==> config.mk <==
export PLATFORM = sky130hd
export DESIGN_NAME = mclk_top
export DESIGN_NICKNAME = d
export VERILOG_FILES = /design/src/rtl/mclk_pkg.sv /design/src/rtl/mclk_ctrl.sv /design/src/rtl/mclk_datapath.sv /design/src/rtl/mclk_top.sv
export SDC_FILE = /design/constraint.sdc
export NUM_CORES = 1
export LEC_CHECK = 0
export BUFFER_PORTS_ARGS = -buffer_cell sky130_fd_sc_hd__buf_2
export CORE_MARGIN = 2
export CORE_UTILIZATION = 38
export CTS_BUF_LIST = sky130_fd_sc_hd__clkbuf_16
export DETAILED_ROUTE_END_ITERATION = 16
export GPL_TIMING_DRIVEN = 0
export HOLD_SLACK_MARGIN = 0.15
export PLACE_DENSITY = 0.79
export SYNTH_ARGS = -nofsm -noshare
export SYNTH_HDL_FRONTEND = slang
export SYNTH_HIERARCHICAL = 1
export SYNTH_SLANG_ARGS = --single-unit
==> constraint.sdc <==
create_clock -name clk -period 1.85 [get_ports clk]
set_input_delay 0.0925 -clock clk [delete_from_list [all_inputs] [get_ports clk]]
set_output_delay 0.0925 -clock clk [all_outputs]
set_load 0.01 [all_outputs]
==> src/rtl/mclk_pkg.sv <==
package mclk_pkg;
  // Number of candidate source clocks and derived field widths
  localparam int SRC_N     = 4;
  localparam int SEL_W     = $clog2(SRC_N);
  localparam int PRE_W     = 2;
  localparam int DIV_W     = 2;
  // Prescaler counter must reach 2^pmax - 1
  localparam int PRE_CNT_W = (1 << PRE_W) - 1;
  localparam int DIV_CNT_W = DIV_W;

  // Control word layout (software visible)
  localparam int SEL_LSB   = 0;
  localparam int PRE_LSB   = 2;
  localparam int DIV_LSB   = 8;
  // Status word layout
  localparam int READY_BIT = 3;

  // Register addresses
  localparam int ADDR_CTRL = 0;
  localparam int ADDR_STAT = 1;

  // Strobes and settings handed from control to datapath
  typedef struct packed {
    logic             restart;
    logic [SEL_W-1:0] sel;
    logic [PRE_W-1:0] pre;
    logic [DIV_W-1:0] div;
  } cfgStrobe_t;
endpackage

==> src/rtl/mclk_ctrl.sv <==
module mclk_ctrl
  import mclk_pkg::*;
#(
  parameter int ADDR_W = 2,
  parameter int DATA_W = 32
) (
  input  logic              clk,
  input  logic              rstN,
  input  logic              regWrEn,
  input  logic [ADDR_W-1:0] regAddr,
  input  logic [DATA_W-1:0] regWrData,
  input  logic              busTick,
  output cfgStrobe_t        cfg,
  output logic [DATA_W-1:0] regRdData,
  output logic              busReady
);
  logic [SEL_W-1:0] selQ;
  logic [PRE_W-1:0] preQ;
  logic [DIV_W-1:0] divQ;
  logic             readyQ;
  logic             ctrlWrite;
  logic [DATA_W-1:0] ctrlWord;
  logic [DATA_W-1:0] statWord;

  assign ctrlWrite = regWrEn && (regAddr == ADDR_W'(ADDR_CTRL));

  // Stored configuration fields
  always_ff @(posedge clk) begin
    if (!rstN) begin
      selQ <= '0;
      preQ <= '0;
      divQ <= '0;
    end else if (ctrlWrite) begin
      selQ <= regWrData[SEL_LSB +: SEL_W];
      preQ <= regWrData[PRE_LSB +: PRE_W];
      divQ <= regWrData[DIV_LSB +: DIV_W];
    end
  end

  // Ready: a write clears it, first master pulse afterwards sets it
  always_ff @(posedge clk) begin
    if (!rstN)          readyQ <= 1'b1;
    else if (ctrlWrite) readyQ <= 1'b0;
    else if (busTick)   readyQ <= 1'b1;
  end

  // Strobe bundle to the datapath
  always_comb begin
    cfg.restart = ctrlWrite;
    cfg.sel     = selQ;
    cfg.pre     = preQ;
    cfg.div     = divQ;
  end

  // Readback words, unused bits zero
  always_comb begin
    ctrlWord = '0;
    ctrlWord[SEL_LSB +: SEL_W] = selQ;
    ctrlWord[PRE_LSB +: PRE_W] = preQ;
    ctrlWord[DIV_LSB +: DIV_W] = divQ;
    statWord = '0;
    statWord[READY_BIT] = readyQ;
  end

  always_comb begin
    unique case (regAddr)
      ADDR_W'(ADDR_CTRL): regRdData = ctrlWord;
      ADDR_W'(ADDR_STAT): regRdData = statWord;
      default:            regRdData = '0;
    endcase
  end

  assign busReady = readyQ;
endmodule

==> src/rtl/mclk_datapath.sv <==
module mclk_datapath
  import mclk_pkg::*;
(
  input  logic             clk,
  input  logic             rstN,
  input  logic [SRC_N-1:0] srcTick,
  input  cfgStrobe_t       cfg,
  output logic             cpuTick,
  output logic             busTick
);
  logic [SRC_N-1:0]     selHit;
  logic                 srcPulse;
  logic [PRE_CNT_W-1:0] preCnt;
  logic [PRE_CNT_W-1:0] preLim;
  logic [DIV_CNT_W-1:0] divCnt;
  logic                 preWrap;
  logic                 divWrap;

  // AND-OR source selection, one lane per candidate
  for (genvar g = 0; g < SRC_N; g++) begin : gSrcLane
    assign selHit[g] = srcTick[g] && (cfg.sel == SEL_W'(g));
  end
  assign srcPulse = |selHit;

  // Prescaler limit 2^p - 1 as a thermometer code
  always_comb begin
    for (int b = 0; b < PRE_CNT_W; b++) begin
      preLim[b] = (int'(cfg.pre) > b);
    end
  end

  assign preWrap = (preCnt == preLim);
  assign divWrap = (divCnt == DIV_CNT_W'(cfg.div));
  assign cpuTick = srcPulse && preWrap;
  assign busTick = cpuTick && divWrap;

  // Power-of-two prescaler counter
  always_ff @(posedge clk) begin
    if (!rstN || cfg.restart) preCnt <= '0;
    else if (srcPulse)        preCnt <= preWrap ? '0 : preCnt + 1'b1;
  end

  // Divide-by-(m+1) counter on processor pulses
  always_ff @(posedge clk) begin
    if (!rstN || cfg.restart) divCnt <= '0;
    else if (cpuTick)         divCnt <= divWrap ? '0 : divCnt + 1'b1;
  end
endmodule

==> src/rtl/mclk_top.sv <==
module mclk_top
  import mclk_pkg::*;
#(
  parameter int ADDR_W = 2,
  parameter int DATA_W = 32
) (
  input  logic              clk,
  input  logic              rstN,
  input  logic [SRC_N-1:0]  srcTick,
  input  logic              regWrEn,
  input  logic [ADDR_W-1:0] regAddr,
  input  logic [DATA_W-1:0] regWrData,
  output logic [DATA_W-1:0] regRdData,
  output logic              cpuTick,
  output logic              busTick,
  output logic              busReady
);
  cfgStrobe_t cfgBus;

  mclk_ctrl #(.ADDR_W(ADDR_W), .DATA_W(DATA_W)) uCtrl (
    .clk      (clk),
    .rstN     (rstN),
    .regWrEn  (regWrEn),
    .regAddr  (regAddr),
    .regWrData(regWrData),
    .busTick  (busTick),
    .cfg      (cfgBus),
    .regRdData(regRdData),
    .busReady (busReady)
  );

  mclk_datapath uPath (
    .clk    (clk),
    .rstN   (rstN),
    .srcTick(srcTick),
    .cfg    (cfgBus),
    .cpuTick(cpuTick),
    .busTick(busTick)
  );
endmodule

==> out/metrics.csv <==
metric,value,unit
ys_warn_count,6,
skew,2.64,ps
cts.sinks,12,
start_kind,register,
cts_tree,yes,
fillers,203,
antenna_cells,0,
place_ws,-18.1,ps
totalWireLength,2110,µm
combPwrFrac,0.230,
hold_start,rstN,
regToRegSetupSlack,30,ps
avgSynthCellArea,8.47,µm²
row_count,17,
period_minus_slack,1940,ps
ff_latch_area,248,µm²
r2r_start,uPath/preCnt[1]$_SDFFE_PP0N_,
p_leak,0.688,nW
max_cap_violations,0,
postLayoutCoreUtil,0.603,
start_util,0.410,
hpwl,1480,µm
endpoint_kind,primary output,
multiInputGateArea,564,µm²
grt_max_degree,11,
status,finished with violations,
period_share,1.05,
critPathKind,register to primary output,
slew_viol_final,0,
die_area,0.00286,mm²
cts_buffers,3,
htreeDepth,1,
worstPathMaxFanout,2,
coreArea,0.00228,mm²
clockBufferDepth,2,
crit_required,1760,ps
synth_cell_types,32,
clk_latency,240,ps
synthCells,110,
root_buffer,clkbuf_16,
hold_depth,3,
final_antenna_net_count,0,
ys_top_cells_by_area,"dfxtp_1 (26%), buf_4 (22%), mux2i_1 (12%)",
setup_tns,-139,ps
drc,0,
chipHeight,53.5,µm
rsz0062_at_grt,yes,
synth_area,932,µm²
place_area,0.00118,mm²
globalRouteTotalUtil,0.164,
die_w,53.5,µm
ios,76,
p_total,0.000870,W
hold_class,input port to register,
fin_ws,-88.6,ps
ys_ff_latch,12,
layout.nets,216,
via_per_inst,4.33,
grt_pass1_vias,830,
synth_top_area_cell,dfxtp_1,
switching_share,0.244,
reg2reg_to,uCtrl/busReady$_SDFFE_PN1P_,
post-route-cell-area,0.00137,mm²
num_vias,870,
seq_area_frac_synth,0.258,
pwr-share-seq,0.313,
reg2reg_depth,7,
critPathArrivalTime,1850,ps
clockPowerShare,0.457,
area_delta_synth_final,47.1,%
antenna_found_initial,0,
switchingPower,0.000212,W
clk_pin_slew,40,ps
drive_gt1_frac,0.405,
yosysTopAreaCellShare,0.258,
io_buffers,23,
min_to,uCtrl/selQ[1]$_SDFFE_PN0P_,
wire_per_inst,10.5,µm
firstDrtPassIters,4,
gp_congestion,0.655,
grt_pass1_wl,3330,µm
finalHoldViolations,0,
fmax,0.516,GHz
drt_iter0_drc,2,
ir_drop,0.000501,V
grt_overflow,0,
p_int,0.000658,W
violations,negative setup slack,
power_density,635,mW/mm²
finalSetupViolCount,2,
-- state kept, by name, summed over array words and instances (netlist names) --
signal / count
uPath/divCnt: 2
uCtrl/divQ: 2
uCtrl/selQ: 2
uCtrl/busReady: 1
uPath/preCnt: 3
uCtrl/preQ: 2
-- power groups by stage --
stage	combinational, W	sequential [W]	clock (W)
floorplan	0.000128	0.000279	0
finish	0.000200	0.000273	0.000398
detailed placement	0.000165	0.000280	0
global placement	0.000162	0.000279	0
CTS	0.000194	0.000272	0.000403
global route	0.000219	0.000273	0.000411
-- cell usage after synthesis (all sizes together) --
library cell / n
mux2: 2
nand3b: 2
a31oi: 1
and3b: 1
xnor2: 2
nand2: 18
conb: 1
nor3b: 2
and2: 5
dfxtp: 12
o2111a: 1
and2b: 2
inv: 2
ha: 1
nor2b: 1
buf: 29
nor2: 3
nand4: 3
a211oi: 1
a21oi: 4
o21ai: 2
mux2i: 11
o2bb2ai: 1
or4: 1
and3: 1
nand2b: 1
-- worst max-delay path, stage by stage, from the launching register on --
cell and delay (ps):
dfxtp_4 340, or4_4 530, mux2_4 310, a21oi_4 140, and3_4 200, buf_6 100
-- area by class of cell --
class / instances / area share
Clock inverter: 1 / 0.00274
Buffer: 29 / 0.160
Timing Repair Buffer: 34 / 0.160
Clock buffer: 3 / 0.0547
Tap cell: 28 / 0.0255
Inverter: 2 / 0.00547
Sequential cell: 12 / 0.181
Multi-Input combinational cell: 92 / 0.411
-- cell usage in the layout (no fill, tap or decap), drive strengths merged, types with 2 or more instances in the layout --
cell / netlist / layout
nor3b: 2 / 2
nor2: 3 / 3
nand4: 3 / 3
dlygate4sd3: 0 / 6
buf: 29 / 57
conb: 1 / 26
mux2i: 11 / 11
a21oi: 4 / 4
dfxtp: 12 / 12
clkbuf: 0 / 3
nand2: 18 / 18
inv: 2 / 2
mux2: 2 / 2
and2b: 2 / 2
xnor2: 2 / 2
nand3b: 2 / 2
and2: 5 / 5
o21ai: 2 / 2
-- per-stage QoR --
stage	instances	hold WS (ps)
after floorplan	135	233
after global placement	186	342
after detailed placement	186	349
after CTS	201	155
after global routing	201	177
final	201	157
-- layer usage --
layer / wire [µm] / up-vias / track usage
li1: - / 447 / -
met1: 809 / 390 / 0.165
met2: 1150 / 31 / 0.315
met3: 133 / 2 / 0.0282
met4: 23 / 0 / 0.0855
met5: 0 / - / 0
-- what timing repair did --
item                                   4_1_cts  5_1_grt
buffers inserted                             5        0
endpoints found under the hold margin        6        0
gates resized for setup                      6        1
pin swaps                                    2        0
hold buffers                                 6        0
setup endpoints to repair                    3        3
-- how the worst max path moves through the flow --
stage | start | endpoint | cells after the start
6_report | uPath/preCnt[1]$_SDFFE_PP0N_ | busTick | 5
5_1_grt | uPath/preCnt[1]$_SDFFE_PP0N_ | busTick | 5
4_1_cts | uPath/preCnt[1]$_SDFFE_PP0N_ | busTick | 5
3_5_place_dp | uPath/preCnt[2]$_SDFFE_PP0N_ | uCtrl/busReady$_SDFFE_PN1P_ | 6
3_3_place_gp | uPath/preCnt[2]$_SDFFE_PP0N_ | busTick | 5
2_1_floorplan | uPath/preCnt[2]$_SDFFE_PP0N_ | uCtrl/busReady$_SDFFE_PN1P_ | 6
-- kinds of logic (layout without fill, tap and decap cells) --
logic type / after synthesis / count (layout) / synth area share
buf+inv: 31 / 69 / 0.243
simple gates: 40 / 40 / 0.236
compound gates: 10 / 10 / 0.0805
flops: 12 / 12 / 0.258
xor+xnor: 2 / 2 / 0.0188
other cells: 1 / 26 / 0.00402
mux: 13 / 13 / 0.146
fa+ha+maj: 1 / 1 / 0.0134
Power figures use the tool's default switching activity.
